`config.mk`:
```
export PLATFORM = sky130hd
export DESIGN_NAME = branch_unit
export DESIGN_NICKNAME = d
export VERILOG_FILES = /design/src/rtl/branch_pkg.sv /design/src/rtl/bu_cond_eval.sv /design/src/rtl/bu_target_gen.sv /design/src/rtl/branch_unit.sv
export SDC_FILE = /design/constraint.sdc
export NUM_CORES = 1
export LEC_CHECK = 0
export BUFFER_PORTS_ARGS = -buffer_cell sky130_fd_sc_hd__buf_2
export CORE_UTILIZATION = 27
export DETAILED_ROUTE_END_ITERATION = 16
export GPL_TIMING_DRIVEN = 1
export PLACE_DENSITY = 0.54
export SLEW_MARGIN = 20
export SYNTH_ARGS = -nofsm -noshare
export SYNTH_HDL_FRONTEND = slang
export SYNTH_HIERARCHICAL = 1
export SYNTH_SLANG_ARGS = --single-unit
export TNS_END_PERCENT = 1
```
`constraint.sdc`:
```
create_clock -name clk_i -period 0.94 [get_ports clk_i]
set_input_delay 0.047 -clock clk_i [delete_from_list [all_inputs] [get_ports clk_i]]
set_output_delay 0.047 -clock clk_i [all_outputs]
set_load 0.05 [all_outputs]
```
`src/rtl/branch_pkg.sv`:
```
package branch_pkg;
  typedef enum logic [1:0] {
    FORM_IMM      = 2'd0,
    FORM_DISP     = 2'd1,
    FORM_TO_LINK  = 2'd2,
    FORM_TO_COUNT = 2'd3
  } br_form_e;
endpackage

```
`src/rtl/bu_cond_eval.sv`:
```
module bu_cond_eval #(
  parameter int unsigned XLEN = 32,
  parameter int unsigned CR_W = 32,
  localparam int unsigned IDX_W = $clog2(CR_W)
) (
  input  logic [4:0]       opt_i,
  input  logic [IDX_W-1:0] cbit_i,
  input  logic [CR_W-1:0]  cr_i,
  input  logic [XLEN-1:0]  ctr_i,
  output logic             dec_req_o,
  output logic [XLEN-1:0]  ctr_next_o,
  output logic             pass_o
);
  logic [IDX_W-1:0] cr_pos;
  logic ctr_zero, ctr_ok, cond_ok;

  assign dec_req_o  = ~opt_i[2];
  assign ctr_next_o = ctr_i - XLEN'(1);
  assign ctr_zero   = (ctr_next_o == '0);
  // bit 0 of the index is the MSB of cr_i
  assign cr_pos     = IDX_W'(CR_W - 1) - cbit_i;
  assign ctr_ok     = opt_i[2] | (ctr_zero == opt_i[1]);
  assign cond_ok    = opt_i[4] | (cr_i[cr_pos] == opt_i[3]);
  assign pass_o     = ctr_ok & cond_ok;
endmodule

```
`src/rtl/bu_target_gen.sv`:
```
module bu_target_gen
  import branch_pkg::*;
#(
  parameter int unsigned XLEN = 32
) (
  input  br_form_e        form_i,
  input  logic [25:0]     field_i,
  input  logic [XLEN-1:0] pc_i,
  input  logic [XLEN-1:0] lr_i,
  input  logic [XLEN-1:0] ctr_i,
  output logic [XLEN-1:0] target_o,
  output logic [XLEN-1:0] seq_o
);
  localparam logic [XLEN-1:0] ALIGN_MASK = ~XLEN'(3);

  logic [XLEN-1:0] pc_al, long_ext, short_ext, disp;
  logic abs_mode;

  assign pc_al     = pc_i & ALIGN_MASK;
  assign seq_o     = pc_al + XLEN'(4);
  assign long_ext  = {{(XLEN-26){field_i[25]}}, field_i[25:2], 2'b00};
  assign short_ext = {{(XLEN-16){field_i[15]}}, field_i[15:2], 2'b00};
  assign abs_mode  = field_i[1];
  assign disp      = (form_i == FORM_IMM) ? long_ext : short_ext;

  always_comb begin
    unique case (form_i)
      FORM_TO_LINK:  target_o = lr_i & ALIGN_MASK;
      FORM_TO_COUNT: target_o = ctr_i & ALIGN_MASK;
      default:       target_o = abs_mode ? disp : pc_al + disp;
    endcase
  end
endmodule

```
`src/rtl/branch_unit.sv`:
```
module branch_unit
  import branch_pkg::*;
#(
  parameter int unsigned XLEN = 32
) (
  input  logic            clk_i,
  input  logic            rst_ni,
  input  logic            valid_i,
  input  logic [1:0]      form_i,
  input  logic [31:0]     insn_i,
  input  logic [XLEN-1:0] pc_i,
  input  logic [31:0]     cr_i,
  input  logic [XLEN-1:0] ctr_i,
  input  logic [XLEN-1:0] lr_i,
  output logic            valid_o,
  output logic            taken_o,
  output logic [XLEN-1:0] next_pc_o,
  output logic            ctr_we_o,
  output logic [XLEN-1:0] ctr_o,
  output logic            lr_we_o,
  output logic [XLEN-1:0] lr_o,
  output logic            invalid_o
);
  br_form_e        form;
  logic [4:0]      opt;
  logic [4:0]      cbit;
  logic            lk;
  logic            dec_req, pass, bad, take;
  logic [XLEN-1:0] ctr_next, target, seq;
  logic            unused_opc;

  assign form       = br_form_e'(form_i);
  assign opt        = insn_i[25:21];
  assign cbit       = insn_i[20:16];
  assign lk         = insn_i[0];
  assign unused_opc = ^insn_i[31:26];

  bu_cond_eval #(.XLEN(XLEN), .CR_W(32)) u_cond (
    .opt_i      (opt),
    .cbit_i     (cbit),
    .cr_i       (cr_i),
    .ctr_i      (ctr_i),
    .dec_req_o  (dec_req),
    .ctr_next_o (ctr_next),
    .pass_o     (pass)
  );

  bu_target_gen #(.XLEN(XLEN)) u_tgt (
    .form_i   (form),
    .field_i  (insn_i[25:0]),
    .pc_i     (pc_i),
    .lr_i     (lr_i),
    .ctr_i    (ctr_i),
    .target_o (target),
    .seq_o    (seq)
  );

  // count-target form cannot also consume the count
  assign bad  = (form == FORM_TO_COUNT) & dec_req;
  assign take = (form == FORM_IMM) | (pass & ~bad);

  always_ff @(posedge clk_i or negedge rst_ni) begin
    if (!rst_ni) begin
      valid_o   <= 1'b0;
      taken_o   <= 1'b0;
      next_pc_o <= '0;
      ctr_we_o  <= 1'b0;
      ctr_o     <= '0;
      lr_we_o   <= 1'b0;
      lr_o      <= '0;
      invalid_o <= 1'b0;
    end else begin
      valid_o   <= valid_i;
      taken_o   <= valid_i & take;
      ctr_we_o  <= valid_i & (form != FORM_IMM) & dec_req & ~bad;
      lr_we_o   <= valid_i & lk & ~bad;
      invalid_o <= valid_i & bad;
      if (valid_i) begin
        next_pc_o <= take ? target : seq;
        ctr_o     <= ctr_next;
        lr_o      <= seq;
      end
    end
  end


  next_pc_aligned_chk: assert property (@(posedge clk_i) disable iff (!rst_ni)
    valid_o |-> next_pc_o[1:0] == 2'b00);


  invalid_quiet_chk: assert property (@(posedge clk_i) disable iff (!rst_ni)
    invalid_o |-> !taken_o && !ctr_we_o && !lr_we_o);


  ctr_dec_chk: assert property (@(posedge clk_i) disable iff (!rst_ni)
    ctr_we_o |-> ctr_o == $past(ctr_i) - XLEN'(1));


  lr_seq_chk: assert property (@(posedge clk_i) disable iff (!rst_ni)
    lr_we_o |-> lr_o == ($past(pc_i) & ~XLEN'(3)) + XLEN'(4));


  fallthru_chk: assert property (@(posedge clk_i) disable iff (!rst_ni)
    (valid_o && !taken_o) |-> next_pc_o == ($past(pc_i) & ~XLEN'(3)) + XLEN'(4));


  idle_quiet_chk: assert property (@(posedge clk_i) disable iff (!rst_ni)
    !valid_o |-> !taken_o && !ctr_we_o && !lr_we_o && !invalid_o);
endmodule

```
==> run_results.csv, run 1 <==
group,metric,value,unit
floorplanning,die_height,178.1,um
grt,grt_pass1_vias,8836,
floorplanning,die-width,178.1,um
placement,pre_cts_ws,-2.596,ns
grt,grt_usage,0.2099,
clock_network,postCtsSetupRepairBufs,0,
worst_setup_path,critPathBufInv,4,
sta,fmax,329.7,MHz
worst_setup_path,cpMostUsedCell,"xor2_1",
clock_network,clk_latency,0.36,ns
floorplanning,rows,64,
grt,grt_pass1_wl,50.31,mm
layout,final_nets,1615,
worst_setup_path,cp_slowest_cell,"or4b_4",
grt,gr-total-overflow,0,
clock_network,clkTransAtPathRegs,0.07,ns
worst_setup_path,path_class,"primary input to flop",
routing,ant_nets,0,
layout,syn_to_final_growth,62.75,%
clock_network,clkSinkCount,101,
worst_setup_path,cp-start-kind,"primary input",
yosys,synth_area,8371,um^2
clock_network,cts_tree,"built",
sta,final_max_slew_viol_count,0,
floorplanning,die_area,31710,um^2
layout,final_common_cell,"buf_4",
yosys,syn_area_per_cell,9.049,um^2
yosys,yosysWarnings,6,
yosys,synth_cell_types,80,
placement,hpwl,27.51,mm
worst_setup_path,crit_family,"simple AND/OR/NAND/NOR gates",
worst_setup_path,crit_required,1.19,ns
placement,dp.cells,1799,
layout,fillerInstances,3016,
yosys,seq_area_frac_synth,0.3019,
pwr,powerDensity,1327,nW/um^2
floorplanning,initial_core_util,0.2744,
layout,final_area,13620,um^2
routing,routed_wl,33.49,mm
placement,post_dp_cell_area,12190,um^2
floorplanning,ios,266,
yosys,synth-async-reset-ratio,1.000,
clock_network,numCtsBuffers,9,
sta,min_period,3.033,ns
min_path,hp-class,"primary input to flop",
floorplanning,core_area,30510,um^2
flow_run,cap_violations,0,
pwr,leakagePower,6.364,nW
routing,via_per_inst,4.977,
sta,skew,0,ns
grt,grt_max_degree,41,
routing,drtIter0Drc,634,
clock_network,cts_root_buffer,"clkbuf_16",
layout,drive_above_1_share,0.5032,
yosys,synth-seq-cells,101,
sta,fin_tns_setup,-87.28,ns
outcome,status,"finished, violations left",
layout,stdcell_count,1817,
layout,final_cell_mix,"257 x buf_4, 149 x buf_2, 113 x buf_6, 101 x dfrtp_1, 70 x nor2_1",
pwr,finalPower,18.07,mW
yosys,syn_inst,925,
clock_network,clockBufferDepth,2,
worst_setup_path,path_max_fanout,19,
sta,hold_violations,0,
yosys,ys.flop_type,"dfrtp_1",
sta,rsz0062_at_grt,"yes",
pwr,vdd_drop_max,0.9556,mV
placement,gp_congestion,0.9227,
grt,antenna_found_initial,1,
routing,drt-wirelength-per-cell,18.43,um
outcome,violations,"setup timing",
placement,io_buffers,255,
worst_setup_path,slowest_delay,0.48,ns
sta,fin_ws,-2.093,ns
worst_setup_path,crit_chain,"buf_6, inv_2, ha_4, xor2_1, or4_1, or3_1, nor4_2, buf_4, or4b_4, a2111oi_4, xor2_1, a21oi_1, o21ba_4, buf_12, o21ai_0, a31oi_1",
routing,routed-via-count,9043,
sta,setup_viol,179,
clock_network,ctsHtreeMaxLevel,3,
routing,drtPass1Iterations,6,
yosys,synth_edf_count,0,
routing,drc_errors,0,
worst_setup_path,endpoint_kind,"flop",
sta,post-route-period-util,3.226,
worst_setup_path,arrival,3.28,ns
==> logic make-up (layout without fill, tap and decap cells) <==
kind of cell | count (synthesis) | in the layout | synth area share
AO/OA/AOI/OAI | 223 | 223 | 0.1743
XOR/XNOR | 84 | 84 | 0.08789
adder cells (fa/ha/maj) | 34 | 34 | 0.05172
buffers and inverters | 75 | 566 | 0.04081
flip-flops | 101 | 101 | 0.3019
multiplexers | 109 | 109 | 0.1558
other | 1 | 6 | 0.0004480
AND/OR/NAND/NOR | 298 | 298 | 0.1871
==> Yosys cell counts, types with 29 or more instances <==
library cell / number / area share
dfrtp_1: 101 / 0.30
nor2_1: 72 / 0.032
mux2_2: 70 / 0.094
nand2_1: 57 / 0.026
xnor2_1: 55 / 0.058
a21oi_1: 53 / 0.032
nand3_1: 52 / 0.031
o21ai_0: 43 / 0.026
a31oi_1: 35 / 0.026
ha_1: 33 / 0.049
mux2i_1: 29 / 0.035
xor2_1: 29 / 0.030
==> report_power, final <==
part / internal, mW / switching [mW]
Combinational: 3.83 / 4.87
Sequential: 4.88 / 0.460
Clock: 2.26 / 1.77
Total: 11.0 / 7.10
==> layout make-up <==
cell class                 instances  area [um^2]  share of cell area
clock inverter                     1        30.03            0.002204
tap                              396        495.5             0.03637
timing repair buffer             537         4283              0.3144
clock buffer                      13        270.3             0.01984
inverter                          15        61.31            0.004500
sequential                       101         2527              0.1855
antenna                            2        5.005           0.0003674
multi-input combinational        752         5951              0.4368
==> worst paths after layout <==
path	startpoint	end	slack (ns)	cells after the start
min reg2reg	ctr_o[5]	ctr_o[5]	0.53	1
min	ctr_i[0]	ctr_o[0]	0.02	3
min in group asynchronous	rst_ni	next_pc_o[11]	0.10	2
max reg2reg	ctr_o[24]	ctr_o[24]	0.14	1
max	ctr_i[0]	next_pc_o[12]	-2.09	16
max in group asynchronous	rst_ni	ctr_o[29]	0.42	3
==> metal layers <==
metal  vias to the layer above  share of wire  track usage
li1                       4410              -            -
met1                      4318           0.46       0.2846
met2                       273           0.46       0.3364
met3                        42          0.058      0.03410
met4                         0          0.023      0.07087
met5                         -              0            0
==> sequential cells by signal (all words and copies together), names as in the netlist <==
signal,flops
taken_o,1
next_pc_o,32
lr_we_o,1
lr_o,32
invalid_o,1
ctr_we_o,1
valid_o,1
ctr_o,32
==> per-stage QoR <==
step / util / hold slack [ns]
6_report: 0.4465 / 0.02201
5_1_grt: 0.4464 / 0.02446
4_1_cts: 0.4382 / 0.02774
3_5_place_dp: 0.3996 / -0.06168
3_3_place_gp: 0.3996 / -0.06364
2_1_floorplan: - / -0.2486
==> timing repair <==
item | CTS | global route
pin swaps | 16 | 21
setup endpoints to repair | 185 | 185
hold endpoints to repair | 102 | 0
hold buffers | 2 | 0
gates resized for setup | 254 | 51
No activity file was read; power rests on OpenSTA's default activity.
==> inputs of run 2 (changes only) <==
- CORE_UTILIZATION: 27 -> 50
- PLACE_DENSITY: 0.54 -> 0.83
==> run_results.csv, run 2 (synthesized netlist as in run 1, its figures left out) <==
group,metric,value,unit
outcome,status,"finished, violations left",
outcome,violations,"setup timing",
clock_network,ctsHtreeMaxLevel,3,
grt,grt_max_degree,53,
placement,io_buffers,255,
routing,ant_nets,0,
layout,final_common_cell,"buf_4",
worst_setup_path,endpoint_kind,"flop",
floorplanning,die-width,131.4,um
pwr,vdd_drop_max,0.9380,mV
worst_setup_path,cpMostUsedCell,"xor2_1",
worst_setup_path,cp_slowest_cell,"or4b_4",
floorplanning,ios,266,
worst_setup_path,crit_family,"simple AND/OR/NAND/NOR gates",
sta,skew,0,ns
layout,final_nets,1593,
worst_setup_path,path_max_fanout,17,
pwr,finalPower,18.61,mW
floorplanning,core_area,16120,um^2
clock_network,clk_latency,0.35,ns
worst_setup_path,cp-start-kind,"primary input",
worst_setup_path,crit_required,1.17,ns
routing,drt-wirelength-per-cell,22.23,um
sta,hold_ws,0.05644,ns
sta,setup_viol,181,
sta,min_period,3.396,ns
layout,stdcell_count,1615,
clock_network,clkSinkCount,101,
layout,multi_input_area,5824,um^2
layout,reg_top3,"ctr_o: 32 flops, lr_o: 32 flops, next_pc_o: 32 flops",
layout,syn_to_final_growth,56.04,%
floorplanning,rows,46,
clock_network,clockBufferDepth,2,
grt,gr-total-overflow,0,
sta,final_max_slew_viol_count,0,
grt,grt_pass1_wl,53.37,mm
layout,ff_latch_area,2532,um^2
floorplanning,die_area,17260,um^2
layout,final_cell_mix,"239 x buf_4, 152 x buf_2, 111 x buf_6, 97 x dfrtp_1, 70 x nor2_1",
routing,drc_errors,0,
sta,fin_ws,-2.456,ns
worst_setup_path,arrival,3.62,ns
grt,grt_pass1_vias,10100,
layout,diodes,0,
grt,antenna_found_initial,0,
worst_setup_path,path_class,"primary input to flop",
sta,maxSlewHeadroom,0.6298,
floorplanning,initial_core_util,0.5194,
layout,drive_above_1_share,0.4896,
pwr,leakagePower,6.133,nW
routing,routed_wl,35.90,mm
flow_run,cap_violations,0,
grt,grt_usage,0.3923,
clock_network,cts_root_buffer,"clkbuf_16",
sta,hold_violations,0,
min_path,hp-class,"primary input to flop",
clock_network,numCtsBuffers,9,
sta,fmax,294.5,MHz
placement,dp.cells,1596,
placement,hpwl,24.09,mm
sta,post-route-period-util,3.613,
placement,gp_congestion,1.039,
sta,rsz0062_at_grt,"yes",
layout,fillerInstances,899,
routing,routed-via-count,10308,
routing,via_per_inst,6.383,
routing,drtIter0Drc,1337,
clock_network,cts_tree,"built",
worst_setup_path,critPathBufInv,4,
floorplanning,die_height,131.4,um
layout,post-route-util,0.8105,
sta,tightest_slew,0.5520,ns
pwr,powerDensity,1425,nW/um^2
worst_setup_path,crit_chain,"buf_2, inv_2, ha_4, xor2_1, or4_1, or3_1, nor4_2, buf_4, or4b_4, a2111oi_4, xor2_1, a21oi_1, o21bai_2, buf_12, nand3_1, a31oi_1",
routing,drtPass1Iterations,7,
worst_setup_path,slowest_delay,0.47,ns
clock_network,clkTransAtPathRegs,0.07,ns
-- run 2: changes by cell type in the layout (fill, tap and decap cells not counted), sizes merged, moves of 2 or more --
cell and delta:
clkbuf -2, buf -23, inv +2, diode -2
-- run 2: repair_timing --
action,4_1_cts,5_1_grt
cloned,0,1
setup endpoints to repair,185,183
gates resized for setup,243,45
hold buffers,2,0
hold endpoints to repair,102,0
pin swaps,35,6
setup buffers,0,0
-- run 2: area by class of cell --
type,instances,area share
Clock inverter,6,0.007185
Timing Repair Buffer,515,0.3097
Tap cell,216,0.02069
Multi-Input combinational cell,752,0.4459
Sequential cell,101,0.1939
Clock buffer,10,0.01830
Inverter,15,0.004311
-- run 2: metrics by stage --
stage	setup TNS [ns]	area [um^2]	setup WS (ns)
after floorplan	-92.19	8449	-2.136
after global placement	-119.82	11720	-2.429
after detailed placement	-123.69	11720	-2.518
after CTS	-85.69	12890	-2.062
after global routing	-104.93	13060	-2.569
final	-98.68	13060	-2.456
-- run 2: per-layer routing --
| metal | vias up | part of all wire | global-route usage |
|---|---|---|---|
| li1 | 4368 | - | - |
| met1 | 4764 | 0.35 | 0.4707 |
| met2 | 907 | 0.46 | 0.6472 |
| met3 | 269 | 0.11 | 0.08449 |
| met4 | 0 | 0.071 | 0.2319 |
| met5 | - | 0 | 0 |
-- run 2: worst paths after layout --
| kind | from | end | slack [ns] | depth (start not counted) |
|---|---|---|---|---|
| max in group asynchronous | rst_ni | next_pc_o[11] | 0.44 | 3 |
| max | ctr_i[1] | next_pc_o[11] | -2.46 | 16 |
| min in group asynchronous | rst_ni | ctr_o[5] | 0.23 | 3 |
| max reg2reg | next_pc_o[11] | next_pc_o[11] | 0.05 | 2 |
| min reg2reg | ctr_o[29] | ctr_o[29] | 0.53 | 1 |
| min | ctr_i[0] | ctr_o[0] | 0.06 | 3 |
-- run 2: worst register-to-register path: cells and delay by family (launching register included) --
| family | cells | cell delay, ns |
|---|---|---|
| and+or+nand+nor | 1 | 0.08 |
| DFF | 1 | 0.40 |
| AOI/OAI and AO/OA | 1 | 0.29 |
-- run 2: where the power goes --
part | internal, mW | total, mW | leakage (nW) | switching, mW
sequential | 4.89 | 5.42 | 1.17 | 0.533
combinational | 3.71 | 8.88 | 4.80 | 5.17
clock | 2.44 | 4.31 | 0.160 | 1.87
total | 11.0 | 18.6 | 6.13 | 7.57
==> inputs of run 3 (changes only) <==
- clock period: 0.94 -> 3.4 ns (I/O delays scaled with it)
==> run_results.csv, run 3 (synthesized netlist as in run 1, its figures left out) <==
group,metric,value,unit
outcome,status,"complete, no violations",
sta,hold_violations,0,
routing,routed-via-count,8734,
worst_setup_path,endpoint_kind,"flop",
worst_setup_path,path_max_fanout,12,
layout,final_common_cell,"buf_2",
placement,gp_congestion,1.001,
sta,hold_ws,0.04322,ns
floorplanning,die-width,131.4,um
worst_setup_path,cp_slowest_cell,"or4b_4",
sta,maxSlewHeadroom,0.4282,
routing,drt-wirelength-per-cell,19.81,um
layout,reg_top3,"ctr_o: 32 flops, lr_o: 32 flops, next_pc_o: 32 flops",
worst_setup_path,startpoint,"ctr_i[1]",
floorplanning,initial_core_util,0.5194,
floorplanning,ios,266,
sta,final_max_slew_viol_count,0,
placement,io_buffers,255,
grt,grt_pass1_vias,8472,
pwr,powerDensity,419.0,nW/um^2
worst_setup_path,slowest_delay,0.49,ns
routing,drc_errors,0,
clock_network,numCtsBuffers,9,
floorplanning,die_height,131.4,um
sta,min_period,3.280,ns
sta,post-route-period-util,0.9647,
worst_setup_path,arrival,3.47,ns
sta,fmax,304.9,MHz
layout,syn_to_final_growth,27.64,%
clock_network,clkSinkCount,101,
routing,via_per_inst,6.082,
clock_network,clockBufferDepth,2,
grt,grt_max_degree,66,
floorplanning,rows,46,
routing,drtPass1Iterations,5,
layout,final_cell_mix,"253 x buf_2, 101 x dfrtp_1, 75 x buf_4, 72 x nor2_1, 70 x mux2_2",
routing,routed_wl,28.45,mm
layout,drive_above_1_share,0.3777,
grt,grt_usage,0.3237,
grt,gr-total-overflow,0,
floorplanning,die_area,17260,um^2
pwr,leakagePower,4.895,nW
worst_setup_path,cp-start-kind,"primary input",
routing,drtIter0Drc,825,
layout,final_nets,1412,
min_path,hp-start,"insn_i[0]",
clock_network,clk_latency,0.36,ns
sta,setup_viol,0,
grt,grt_pass1_wl,43.99,mm
sta,fin_tns_setup,0,ns
clock_network,ctsHtreeMaxLevel,3,
pwr,vdd_drop_max,0.3056,mV
routing,ant_nets,0,
worst_setup_path,path_class,"primary input to flop",
floorplanning,core_area,16120,um^2
clock_network,cts_root_buffer,"clkbuf_16",
worst_setup_path,reg2reg_slack,2.59,ns
worst_setup_path,crit_required,3.59,ns
layout,fillerInstances,1330,
clock_network,cts_tree,"built",
placement,hpwl,22.25,mm
worst_setup_path,crit_chain,"buf_2, inv_1, ha_4, or4b_4, buf_4, buf_4, nor4_2, xor2_1, or3_1, a2111oi_4, xor2_1, a21oi_1, o21ba_4, buf_12, o21ai_0, a31oi_1",
sta,skew,0,ns
worst_setup_path,worstReg2RegStart,"lr_o[8]",
clock_network,clkTransAtPathRegs,0.08,ns
sta,tightest_slew,0.8578,ns
min_path,hp-class,"primary input to flop",
flow_run,cap_violations,0,
grt,antenna_found_initial,2,
==> run 3: changes by cell type in the layout (fill, tap and decap cells not counted), moves of 13 or more <==
| cell | delta |
|---|---|
| buf_4 | -164 |
| o21ai_0 | +15 |
| o21ai_1 | -13 |
| buf_2 | +101 |
| buf_6 | -111 |
==> run 3: repair_timing <==
action	CTS	global route
buffers inserted	0	2
pin swaps	0	6
hold endpoints to repair	48	0
gates resized for setup	2	11
endpoints found under the setup margin	30	31
hold buffers	1	0
==> run 3: cell type report <==
type	count	area (um^2)	area share
inverter	15	56.30	0.005270
clock buffer	10	229.0	0.02143
clock inverter	6	76.32	0.007144
multi-input combinational	752	5580	0.5223
tap	216	270.3	0.02530
antenna	2	5.005	0.0004684
sequential	101	2527	0.2366
timing repair buffer	334	1939	0.1815
==> run 3: metal layers <==
| metal | GRT usage | part of all wire | vias to the layer above |
|---|---|---|---|
| met3 | 0.04128 | 0.080 | 68 |
| met5 | 0 | 0 | - |
| met1 | 0.4273 | 0.41 | 4159 |
| li1 | - | - | 4001 |
| met2 | 0.5304 | 0.48 | 506 |
| met4 | 0.1441 | 0.035 | 0 |
==> run 3: through the flow <==
stage | cell area, um^2 | worst slack [ns] | total power [mW] | cells | utilization
6_report | 10680 | 0.1200 | 4.477 | 1436 | 0.6630
3_3_place_gp | 10280 | -0.3492 | 3.325 | 1415 | 0.6380
3_5_place_dp | 10280 | -0.4804 | 3.356 | 1415 | 0.6380
2_1_floorplan | 8382 | 0.07401 | 2.735 | 928 | -
4_1_cts | 10610 | 0.009403 | 4.453 | 1432 | 0.6583
5_1_grt | 10680 | -0.1007 | 4.667 | 1436 | 0.6630
==> run 3: worst paths after layout <==
kind                                 endpoint  depth (start not counted)
worst max-delay path            next_pc_o[22]                         16
worst min-delay path                  lr_we_o                          2
worst max register to register        lr_o[8]                          1
worst min register to register        lr_o[7]                          1
max in group asynchronous           ctr_o[19]                          3
min in group asynchronous            lr_o[11]                          2
==> run 3: critical path: cells and delay by family <==
| kind | cells | cell delay, ns |
|---|---|---|
| simple gates | 3 | 1.15 |
| buf+inv | 5 | 0.69 |
| fa+ha+maj | 1 | 0.18 |
| compound gates | 5 | 1.05 |
| xor+xnor | 2 | 0.23 |
==> run 3: where the power goes <==
group          leakage (nW)  switching, mW  internal (mW)
logic                  3.57           1.27          0.654
clock network         0.150          0.518          0.587
registers              1.18         0.0952           1.35
